[config.mk]
export PLATFORM = sky130hd
export DESIGN_NAME = tf_io_decode
export DESIGN_NICKNAME = d
export VERILOG_FILES = /design/src/rtl/tf_pkg.sv /design/src/rtl/tf_win_match.sv /design/src/rtl/tf_loc_mux.sv /design/src/rtl/tf_reg_map.sv /design/src/rtl/tf_io_decode.sv
export SDC_FILE = /design/constraint.sdc
export NUM_CORES = 1
export LEC_CHECK = 0
export BUFFER_PORTS_ARGS = -buffer_cell sky130_fd_sc_hd__buf_4
export CORE_MARGIN = 1.5
export CORE_UTILIZATION = 45
export CTS_BUF_LIST = sky130_fd_sc_hd__clkbuf_16
export CTS_CLUSTER_SIZE = 24
export DETAILED_ROUTE_END_ITERATION = 16
export PLACE_DENSITY_LB_ADDON = 0.1
export SETUP_SLACK_MARGIN = 0.5
export SYNTH_ARGS = -nofsm -noshare
export SYNTH_HDL_FRONTEND = slang
export SYNTH_HIERARCHICAL = 1
export SYNTH_SLANG_ARGS = --single-unit
[constraint.sdc]
create_clock -name clk -period 2.7 [get_ports clk]
set_input_delay 0.675 -clock clk [delete_from_list [all_inputs] [get_ports clk]]
set_output_delay 0.675 -clock clk [all_outputs]
set_load 0.05 [all_outputs]
[src/rtl/tf_pkg.sv]
package tf_pkg;

    localparam int ADDR_W = 11;
    localparam int OFF_W  = 4;
    localparam int NSEL   = 15;
    localparam int NWIN   = 2;

    // select bit positions
    localparam int SEL_DATA    = 0;
    localparam int SEL_ERROR   = 1;
    localparam int SEL_FEATURE = 2;
    localparam int SEL_SECCNT  = 3;
    localparam int SEL_SECNUM  = 4;
    localparam int SEL_CYLLO   = 5;
    localparam int SEL_CYLHI   = 6;
    localparam int SEL_DRVHD   = 7;
    localparam int SEL_STATUS  = 8;
    localparam int SEL_COMMAND = 9;
    localparam int SEL_ALTSTAT = 10;
    localparam int SEL_DEVCTL  = 11;
    localparam int SEL_DRVADDR = 12;
    localparam int SEL_DUPEVEN = 13;
    localparam int SEL_DUPODD  = 14;

    // normalised offsets beyond the eight task-file slots
    localparam logic [OFF_W-1:0] OFF_DUPEVEN = 4'h8;
    localparam logic [OFF_W-1:0] OFF_DUPODD  = 4'h9;
    localparam logic [OFF_W-1:0] OFF_DUPERR  = 4'hD;
    localparam logic [OFF_W-1:0] OFF_CTLPAIR = 4'hE;
    localparam logic [OFF_W-1:0] OFF_DRVADDR = 4'hF;

    localparam logic [2:0] CS1_CTL_IDX = 3'd6;

    // window bases: index 0 high window, index 1 low window
    localparam logic [ADDR_W-1:0] WIN_TASK [NWIN] = '{11'h1F0, 11'h170};
    localparam logic [ADDR_W-1:0] WIN_CTL  [NWIN] = '{11'h3F6, 11'h376};

    typedef enum logic [1:0] {
        MAP_HIGH  = 2'b00,
        MAP_LOW   = 2'b01,
        MAP_NIB   = 2'b10,
        MAP_CHSEL = 2'b11
    } map_mode_e;

    typedef enum logic [1:0] {
        DIR_IDLE  = 2'b00,
        DIR_READ  = 2'b01,
        DIR_WRITE = 2'b10
    } dir_e;

    typedef logic [NSEL-1:0] sel_vec_t;

    typedef struct packed {
        logic             hit;
        logic [OFF_W-1:0] off;
    } loc_t;

    function automatic sel_vec_t sel_bit(input int idx);
        sel_vec_t v;
        v = '0;
        v[idx] = 1'b1;
        return v;
    endfunction

    function automatic dir_e strobe_dir(input logic rd_n, input logic wr_n);
        case ({rd_n, wr_n})
            2'b01:   return DIR_READ;
            2'b10:   return DIR_WRITE;
            default: return DIR_IDLE;
        endcase
    endfunction

    function automatic logic is_data_port(input sel_vec_t v);
        return v[SEL_DATA] | v[SEL_DUPEVEN] | v[SEL_DUPODD];
    endfunction

endpackage

[src/rtl/tf_win_match.sv]
// Compares an address against one fixed task-file window and its control pair.
// TASK_BASE must be 8-aligned and CTL_BASE even.
module tf_win_match
    import tf_pkg::*;
#(
    parameter int            AW        = ADDR_W,
    parameter logic [AW-1:0] TASK_BASE = '0,
    parameter logic [AW-1:0] CTL_BASE  = '0
) (
    input  logic [AW-1:0] addr,
    output loc_t          loc
);

    logic task_hit;
    logic ctl_hit;

    assign task_hit = (addr[AW-1:3] == TASK_BASE[AW-1:3]);
    assign ctl_hit  = (addr[AW-1:1] == CTL_BASE[AW-1:1]);

    always_comb begin
        loc = '0;
        if (task_hit) begin
            loc.hit = 1'b1;
            loc.off = {1'b0, addr[2:0]};
        end else if (ctl_hit) begin
            loc.hit = 1'b1;
            loc.off = addr[0] ? OFF_DRVADDR : OFF_CTLPAIR;
        end
    end

endmodule

[src/rtl/tf_loc_mux.sv]
// Reduces every decode scheme to one normalised offset in the 16-slot space.
module tf_loc_mux
    import tf_pkg::*;
(
    input  map_mode_e         mode,
    input  logic              io_en,
    input  logic              reg_n,
    input  logic [ADDR_W-1:0] addr,
    input  logic              cs0_n,
    input  logic              cs1_n,
    output loc_t              loc
);

    loc_t win_loc [NWIN];
    logic io_gate;

    generate
        for (genvar w = 0; w < NWIN; w++) begin : g_win
            tf_win_match #(
                .AW        (ADDR_W),
                .TASK_BASE (WIN_TASK[w]),
                .CTL_BASE  (WIN_CTL[w])
            ) u_win (
                .addr (addr),
                .loc  (win_loc[w])
            );
        end
    endgenerate

    assign io_gate = io_en & ~reg_n;

    always_comb begin
        loc = '0;
        case (mode)
            MAP_HIGH: begin
                if (io_gate) loc = win_loc[0];
            end
            MAP_LOW: begin
                if (io_gate) loc = win_loc[1];
            end
            MAP_NIB: begin
                if (io_gate) begin
                    loc.hit = 1'b1;
                    loc.off = addr[OFF_W-1:0];
                end
            end
            MAP_CHSEL: begin
                if (!cs0_n && cs1_n) begin
                    loc.hit = 1'b1;
                    loc.off = {1'b0, addr[2:0]};
                end else if (cs0_n && !cs1_n && addr[2:0] == CS1_CTL_IDX) begin
                    loc.hit = 1'b1;
                    loc.off = OFF_CTLPAIR;
                end
            end
            default: loc = '0;
        endcase
    end

endmodule

[src/rtl/tf_reg_map.sv]
// Turns a normalised offset and cycle direction into a one-hot register select.
module tf_reg_map
    import tf_pkg::*;
(
    input  loc_t     loc,
    input  dir_e     dir,
    output sel_vec_t sel
);

    logic is_rd;

    assign is_rd = (dir == DIR_READ);

    always_comb begin
        sel = '0;
        if (loc.hit && dir != DIR_IDLE) begin
            case (loc.off)
                4'h0:        sel = sel_bit(SEL_DATA);
                4'h1,
                OFF_DUPERR:  sel = is_rd ? sel_bit(SEL_ERROR)   : sel_bit(SEL_FEATURE);
                4'h2:        sel = sel_bit(SEL_SECCNT);
                4'h3:        sel = sel_bit(SEL_SECNUM);
                4'h4:        sel = sel_bit(SEL_CYLLO);
                4'h5:        sel = sel_bit(SEL_CYLHI);
                4'h6:        sel = sel_bit(SEL_DRVHD);
                4'h7:        sel = is_rd ? sel_bit(SEL_STATUS)  : sel_bit(SEL_COMMAND);
                OFF_DUPEVEN: sel = sel_bit(SEL_DUPEVEN);
                OFF_DUPODD:  sel = sel_bit(SEL_DUPODD);
                OFF_CTLPAIR: sel = is_rd ? sel_bit(SEL_ALTSTAT) : sel_bit(SEL_DEVCTL);
                OFF_DRVADDR: sel = is_rd ? sel_bit(SEL_DRVADDR) : '0;
                default:     sel = '0;
            endcase
        end
    end

endmodule

[src/rtl/tf_io_decode.sv]
module tf_io_decode
    import tf_pkg::*;
(
    input  logic              clk,
    input  logic              rst,
    input  logic [1:0]        map_mode,
    input  logic              io_en,
    input  logic              reg_n,
    input  logic [ADDR_W-1:0] addr,
    input  logic              cs0_n,
    input  logic              cs1_n,
    input  logic              iord_n,
    input  logic              iowr_n,
    output logic [NSEL-1:0]   sel_o,
    output logic              rd_o,
    output logic              wr_o,
    output logic              iois16_n_o
);

    map_mode_e mode;
    loc_t      loc;
    dir_e      dir;
    sel_vec_t  sel_d;
    sel_vec_t  sel_q;
    logic      rd_q;
    logic      wr_q;
    logic      iois16_n_q;

    assign mode = map_mode_e'(map_mode);
    assign dir  = strobe_dir(iord_n, iowr_n);

    tf_loc_mux u_loc (
        .mode  (mode),
        .io_en (io_en),
        .reg_n (reg_n),
        .addr  (addr),
        .cs0_n (cs0_n),
        .cs1_n (cs1_n),
        .loc   (loc)
    );

    tf_reg_map u_map (
        .loc (loc),
        .dir (dir),
        .sel (sel_d)
    );

    always_ff @(posedge clk) begin
        if (rst) begin
            sel_q      <= '0;
            rd_q       <= 1'b0;
            wr_q       <= 1'b0;
            iois16_n_q <= 1'b1;
        end else begin
            sel_q      <= sel_d;
            rd_q       <= (|sel_d) && (dir == DIR_READ);
            wr_q       <= (|sel_d) && (dir == DIR_WRITE);
            iois16_n_q <= ~is_data_port(sel_d);
        end
    end

    assign sel_o      = sel_q;
    assign rd_o       = rd_q;
    assign wr_o       = wr_q;
    assign iois16_n_o = iois16_n_q;

    // ---------------- assertions ----------------
    assert_reset_clear_R1: assert property (@(posedge clk) disable iff (rst)
        $past(rst) |-> (sel_q == '0 && !rd_q && !wr_q && iois16_n_q));

    assert_onehot_sel_R13: assert property (@(posedge clk) disable iff (rst)
        $onehot0(sel_q));

    assert_rw_exclusive_R11: assert property (@(posedge clk) disable iff (rst)
        !(rd_q && wr_q));

    assert_qual_tracks_sel_R11: assert property (@(posedge clk) disable iff (rst)
        ((|sel_q) == (rd_q || wr_q)));

    assert_reg_high_blocks_R8: assert property (@(posedge clk) disable iff (rst)
        (map_mode != 2'b11 && reg_n) |=> (sel_q == '0));

    assert_io_disabled_blocks_R9: assert property (@(posedge clk) disable iff (rst)
        (map_mode != 2'b11 && !io_en) |=> (sel_q == '0));

    assert_dual_cs_blocks_R10: assert property (@(posedge clk) disable iff (rst)
        (map_mode == 2'b11 && !cs0_n && !cs1_n) |=> (sel_q == '0));

    assert_write_not_readonly_R6: assert property (@(posedge clk) disable iff (rst)
        wr_q |-> !(sel_q[SEL_ERROR] || sel_q[SEL_STATUS] ||
                   sel_q[SEL_ALTSTAT] || sel_q[SEL_DRVADDR]));

    assert_iois_on_data_R12: assert property (@(posedge clk) disable iff (rst)
        !iois16_n_q |-> (sel_q[SEL_DATA] || sel_q[SEL_DUPEVEN] || sel_q[SEL_DUPODD]));

endmodule

# Word level (Yosys, flattened, before mapping)
# Index checks and enable logic that the tools add are counted.
dict set report totals {
  ff_bits 18
  in_bits 21
  word_cells 64
}
dict set report op_classes {
  n_eq_ne 24
  muxes 18
  n_bitwise 5
  n_reduce_logical 13
}
# operator count
set ops {}
lappend ops {{$pmux 15 s12} 1}
lappend ops {{$mux 5} 9}
lappend ops {{$eq 10x9->1 const B} 2}
lappend ops {{$eq 4x4->1 const B} 5}
lappend ops {{$pmux 5 s4} 1}
lappend ops {{$eq 4x3->1 const B} 4}
lappend ops {{$eq 8x6->1 const B} 2}
lappend ops {{$mux 15} 1}
lappend ops {{$reduce_or 15->1} 1}
lappend ops {{$mux 13} 1}
lappend ops {{$mux 12} 1}
lappend ops {{$mux 10} 1}
lappend ops {{$eq 2x2->1 const B} 4}
lappend ops {{$eq 4x2->1 const B} 2}
lappend ops {{$eq 2x1->1 const B} 3}
lappend ops {{$logic_and 1x1->1} 6}
lappend ops {{$eq 4x1->1 const B} 1}
lappend ops {{$logic_not 4->1} 1}
lappend ops {{$pmux 2 s2} 1}
lappend ops {{$eq 3x3->1 const B} 1}
lappend ops {{$mux 3} 1}
lappend ops {{$logic_not 1->1} 2}
lappend ops {{$logic_not 2->1} 1}
lappend ops {{$not 1->1} 2}
lappend ops {{other kinds (5)} 6}

# Longest topological paths before layout
# Gate-level depths: netlist (run 1).
dict set report logic_depth {
  ltp_word 13
  ltp_mapped 10
}

# Modules after synthesis
# The synthesis (run 1) kept the hierarchy.
# mod instances cells_per_inst area_each_um2 seq_area_each_um2
set modules_own_cells {}
lappend modules_own_cells {tf_io_decode 1 44 549.3 360.3}
lappend modules_own_cells {tf_reg_map 1 27 237.7 0.0}
lappend modules_own_cells {tf_loc_mux 1 24 186.4 0.0}
lappend modules_own_cells {{tf_win_match (u_loc.g_win[1].u_win)} 1 11 115.1 0.0}
lappend modules_own_cells {{tf_win_match (u_loc.g_win[0].u_win)} 1 11 93.8 0.0}

# Least setup slack after synthesis (run 1)
# OpenSTA, ideal clock, no wires.
dict set report synth_timing {
  path_kind {input -> register}
  start {in addr[3]}
  end {reg rd_q (netlist: rd_o)}
  arrival_ns 2.477
  path_slack_ns 0.107
  cell_stages 10
  path_cell_list {nand4bb_4 nor4b_2 mux2i_1 o221ai_1 buf_4 xor2_1 nor3_1 nor4_2 nand4_1 and3b_1}
}
# element line
set synth_rtl {}
lappend synth_rtl {{start: declaration} tf_io_decode.sv:9} ;# input logic [ADDR_W-1:0] addr,
lappend synth_rtl {{end signal: assignment} tf_io_decode.sv:56} ;# rd_q <= (|sel_d) && (dir == DIR_READ);
lappend synth_rtl {{end: declaration} tf_io_decode.sv:25} ;# logic rd_q;

==> run_results.csv, run 1 <==
group,metric,value,unit
outcome,status,"finished, final reports clean",
flow_run,drv_cap,0,
placement,dp_hpwl,1977,um
placement,port_buffers,38,
synth,yosysTopAreaCellShare,30.48,%
critical_path,cp-start-kind,"input pin",
clock_tree,clock-sinks,18,
global_routing,track_usage,22.14,%
floorplanning,placeableCoreArea,2477,um^2
synth,synth-xor-area-share,0.7407,%
floorplanning,dieWidth,54.26,um
sta,final_max_slew_viol_count,0,
synth,synth_top_family_by_area,"simple AND/OR/NAND/NOR gates",
synth,synth_warnings,6,
sta,period_share,96.93,%
power_and_ir_drop,swShare,22.77,%
global_routing,antenna_found_initial,0,
synth,synth_fp_nets,138,
power_and_ir_drop,pwr-share-clk,42.6,%
drt,drtIter0Drc,13,
layout,area_delta_synth_final,59.89,%
synth,synth_fa_ha_area_share,0,%
critical_path,arrival,2.75,ns
drt,drt-vias-per-instance,5.374,
layout,n_fill_cell,182,
power_and_ir_drop,p_comb_share,17.9,%
synth,yosysSeqAreaShare,30.48,%
critical_path,end_kind,"flop",
synth,synth_edf_count,0,
clock_tree,cts_buffers,3,
synth,synth.most_common_cell,"nor2b_1",
floorplanning,dieArea,2944,um^2
drt,antenna_left,0,
synth,ys_seq_elements,18,
sta,tns,0,ns
drt,drc,0,
critical_path,worstSetupPathType,"input pin to flop",
placement,place_congestion,0.8920,
sta,grt_setup_unrepaired,"true",
clock_tree,h-tree-depth,1,
global_routing,grt_max_degree,19,
layout,drive_gt1_share,60.69,%
floorplanning,die_h,54.26,um
power_and_ir_drop,p_per_area,358.0,nW/um^2
sta,setup_violations,0,
worst_hold_path,hp-class,"input pin to flop",
floorplanning,pin_count,39,
critical_path,crit_fanout,5,
layout,multiInputGateArea,954.7,um^2
sta,fin_crit,2.617,ns
layout,nNetsFinal,195,
power_and_ir_drop,seqPwrFrac,39.5,%
sta,hold_viol,0,
synth,netlist_instances,117,
drt,firstDrtPassIters,5,
clock_tree,clock_path_buffers,2,
global_routing,gr-total-overflow,0,
sta,worst-slew-pin-transition,0.4694,ns
synth,avgSynthCellArea,10.11,um^2
clock_tree,cts_tree,"yes",
global_routing,grt_pass1_wl,4740,um
synth,synthArstFlopShare,0,%
power_and_ir_drop,peakVddDrop,646.4,uV
power_and_ir_drop,power.switching,0.0001541,W
layout,fin_util,76.31,%
drt,routedWlPerCell,14.24,um
synth,synth_simple_gate_area_share,54.71,%
synth,netlist_top_cells_count,"nor2b_1, dfxtp_1, nor3_1",
synth,synth_top_flop_cell,"dfxtp_1",
drt,drt-total-wl,2891,um
synth,ys_top_cells_by_area,"dfxtp_1, nor2b_1, nor4_2",
synth,synth_top_area_cell,"dfxtp_1",
clock_tree,clkTransAtPathRegs,0.05,ns
floorplanning,fp-row-count,18,
synth,synth_compound_area_share,7.407,%
power_and_ir_drop,p_int,0.0005228,W
sta,clock.fmax,0.3821,GHz
clock_tree,cts_root_buf,"clkbuf_16",
layout,diodes,0,
floorplanning,initial_core_util,47.73,%
synth,synth_cell_types,35,
drt,vias,1091,
critical_path,required,2.84,ns
synth,netlist_area,1182,um^2
layout,seqCellArea,360.3,um^2
sta,relSlewSlack,68.59,%
global_routing,grt_pass1_vias,1004,
synth,synth.area.mux_share,3.386,%
power_and_ir_drop,power.leakage,0.7464,nW
registers in the layout, summed over array words and instances (netlist names):
| register | count |
|---|---|
| rd_o | 1 |
| wr_o | 1 |
| sel_o | 15 |
| iois16_n_o | 1 |
layout make-up:
cell class              instances  area share, %
repair buffers                 56          24.09
clock buffers                   3          3.971
flip-flops and latches         18          19.06
clock inverters                 1         0.1985
well taps                      30          1.985
inverters                       1         0.1985
multi-input cells              94          50.50
worst paths after layout:
| path | startpoint | end | cells after the start |
|---|---|---|---|
| max | addr[10] | rd_o | 11 |
| min | rst | sel_o[13] | 2 |
worst max-delay path: stages:
cell and delay [ns]:
buf_6 0.09, nand4bb_4 0.28, buf_4 0.19, nor4b_4 0.21
mux2i_1 0.14, o22ai_2 0.20, nand2b_4 0.22, nor4_2 0.06
nor4_2 0.35, nand4_1 0.14, and3b_1 0.20
power by group through the flow:
stage          Combinational (W)  Sequential (W)  Clock (W)
6_report                0.000121        0.000267   0.000288
5_1_grt                 0.000131        0.000267   0.000306
4_1_cts                 0.000118        0.000267   0.000292
3_5_place_dp            0.000103        0.000273          0
3_3_place_gp            0.000100        0.000273          0
2_1_floorplan          0.0000568        0.000276          0
placed cells by master (no fill, tap or decap), types with 2 or more instances in the layout:
cell type and n:
and3b_1 3, buf_4 49, buf_6 6, clkbuf_16 3, dfxtp_1 18, mux2i_1 4, nand2_1 4, nand2_2 3
nand2b_1 2, nand2b_4 3, nand3_1 3, nand3b_1 3, nand4bb_4 2, nor2b_1 19, nor2b_2 2, nor3_1 3
nor3_2 8, nor3_4 4, nor4_2 6, nor4b_2 5, nor4b_4 3, o221ai_2 3
per-layer routing:
metal	wire, um	up-vias	track usage [%]
met1	1268	520	28.79
li1	-	547	-
met2	1506	22	38.35
met3	108	2	5.191
met4	8	0	2.500
met5	0	-	0
repair_timing:
action | in CTS | in global routing
gates resized for setup | 18 | 4
setup buffers | 11 | 2
hold buffers | 0 | 0
setup endpoints to repair | 14 | 18
pin swaps | 4 | 4
stage by stage:
step / worst slack [ns] / total power, W / cells / hold WS [ns] / instance area [um^2]
finish: 0.08298 / 0.0006769 / 203 / 0.7295 / 1891
global route: -0.06774 / 0.0007037 / 203 / 0.7521 / 1891
CTS: 0.1883 / 0.0006771 / 201 / 0.7279 / 1861
detailed placement: -0.1691 / 0.0003755 / 186 / 0.9841 / 1605
global placement: -0.1390 / 0.0003727 / 186 / 0.9795 / 1605
floorplan: 0.2497 / 0.0003326 / 117 / 0.7466 / 1267
cells by family after synthesis:
family | after synthesis
muxes | 4
xor gates and xnor gates | 1
buffers and inverters | 5
AOI/OAI and AO/OA | 10
and+or+nand+nor | 79
DFF | 18
Power figures use the tool's default switching activity.
==> run 2: changes to the inputs <==
--- a/config.mk
+++ b/config.mk
@@ -6,13 +6,14 @@
 export NUM_CORES = 1
 export LEC_CHECK = 0
 export BUFFER_PORTS_ARGS = -buffer_cell sky130_fd_sc_hd__buf_4
-export CORE_MARGIN = 1.5
+export CORE_MARGIN = 2
 export CORE_UTILIZATION = 45
 export CTS_BUF_LIST = sky130_fd_sc_hd__clkbuf_16
 export CTS_CLUSTER_SIZE = 24
 export DETAILED_ROUTE_END_ITERATION = 16
 export PLACE_DENSITY_LB_ADDON = 0.1
 export SETUP_SLACK_MARGIN = 0.5
+export SLEW_MARGIN = 30
 export SYNTH_ARGS = -nofsm -noshare
 export SYNTH_HDL_FRONTEND = slang
 export SYNTH_HIERARCHICAL = 1
==> run_results.csv, run 2 (same netlist as run 1, synthesis figures left out) <==
group,metric,value,unit
sta,setup_violations,0,
sta,worst-slew-pin-transition,0.4116,ns
power_and_ir_drop,peakVddDrop,557.7,uV
sta,clock.fmax,0.3875,GHz
layout,n_fill_cell,192,
floorplanning,pin_count,39,
power_and_ir_drop,power.leakage,0.6710,nW
critical_path,crit_fanout,5,
sta,whs,0.7376,ns
global_routing,track_usage,19.33,%
sta,relSlewSlack,72.46,%
placement,place_congestion,0.8868,
floorplanning,dieArea,3054,um^2
placement,dp_hpwl,2106,um
critical_path,arrival,2.72,ns
sta,timing.final.ws_setup,0.1193,ns
layout,area_delta_synth_final,49.95,%
layout,drive_gt1_share,56.44,%
clock_tree,clock_path_buffers,2,
outcome,status,"finished, final reports clean",
critical_path,max_stage_delay,0.32,ns
clock_tree,clock-sinks,18,
floorplanning,placeableCoreArea,2477,um^2
floorplanning,initial_core_util,47.73,%
sta,hold_viol,0,
global_routing,gr-total-overflow,0,
clock_tree,clkTransAtPathRegs,0.05,ns
placement,pre_cts_slack,-0.1861,ns
clock_tree,cts_root_buf,"clkbuf_16",
critical_path,end_kind,"flop",
critical_path,crit_slowest_cell,"nor4_2",
critical_path,cp-start-kind,"input pin",
layout,final_common_cell,"buf_4",
flow_run,drv_cap,0,
power_and_ir_drop,p_per_area,377.4,nW/um^2
floorplanning,dieWidth,55.26,um
global_routing,grt_pass1_vias,1017,
layout,largest_reg_flops,15,
worst_hold_path,hp-class,"input pin to flop",
sta,period_share,95.58,%
critical_path,worstSetupPathType,"input pin to flop",
drt,vias,1069,
layout,final_cell_mix,"buf_4, nor2b_1, dfxtp_1, nor3_2",
critical_path,required,2.84,ns
layout,nNetsFinal,185,
floorplanning,fp-row-count,18,
global_routing,grt_pass1_wl,4795,um
placement,placed_cells,186,
critical_path,crit_buf_inv,1,
global_routing,antenna_found_initial,0,
layout,diodes,0,
critical_path,crit_path_cell_trace,"buf_4, nand3b_1, nor3_2, a31oi_1, o221ai_2, nand2b_4, nor3_2, nor4_2, nand4_1, and3b_1",
clock_tree,h-tree-depth,1,
layout,seqCellArea,360.3,um^2
drt,routedWlPerCell,15.05,um
critical_path,crit_family,"simple AND/OR/NAND/NOR gates",
worst_hold_path,min_path_cells,2,
floorplanning,die_h,55.26,um
drt,antenna_left,0,
drt,firstDrtPassIters,4,
placement,port_buffers,38,
drt,drc,0,
clock_tree,cts_buffers,3,
clock_tree,holdBufCountCts,0,
sta,grt_setup_unrepaired,"true",
layout,multiInputGateArea,923.4,um^2
clock_tree,cts_tree,"yes",
critical_path,crit_top_cell,"nor3_2",
critical_path,cp_num_cells,10,
power_and_ir_drop,report.power.total,0.0006691,W
drt,drtIter0Drc,18,
layout,fin_cells,193,
global_routing,grt_max_degree,19,
sta,final_max_slew_viol_count,0,
drt,drt-total-wl,2905,um
sta,fin_crit,2.581,ns
drt,drt-vias-per-instance,5.539,
run 2: cell type report:
cell class	instances	area share (%)
Timing Repair Buffer	46	20.82
Sequential cell	18	20.32
Clock inverter	1	0.2117
Clock buffer	3	4.234
Inverter	1	0.2117
Tap cell	30	2.117
Multi-Input combinational cell	94	52.08
run 2: final timing paths:
kind     from  slack [ns]  endpoint
max   addr[7]        0.12      rd_o
min       rst        0.74  sel_o[9]
run 2: through the flow:
stage | util (%) | TNS [ns] | area, um^2
global route | 71.57 | 0 | 1773
finish | 71.57 | 0 | 1773
floorplan | - | 0 | 1267
CTS | 69.95 | 0 | 1733
global placement | 64.80 | -0.2611 | 1605
detailed placement | 64.80 | -0.3640 | 1605
run 2: layer usage:
layer,part of all wire [%],vias up,GRT usage [%]
met5,0,-,0
met4,1.9,0,5.575
met3,5.4,8,6.323
met2,50,30,31.12
met1,43,505,24.67
li1,-,526,-
run 2: power by group:
part           internal (W)  switching [W]
combinational     0.0000527      0.0000581
clock              0.000197      0.0000944
sequential         0.000267    0.000000294
run 2: what timing repair did:
item / in CTS / in global routing
gates cloned: 0 / 0
gates resized for setup: 7 / 7
pin swaps: 2 / 1
buffers inserted: 2 / 1
endpoints found under the setup margin: 14 / 18
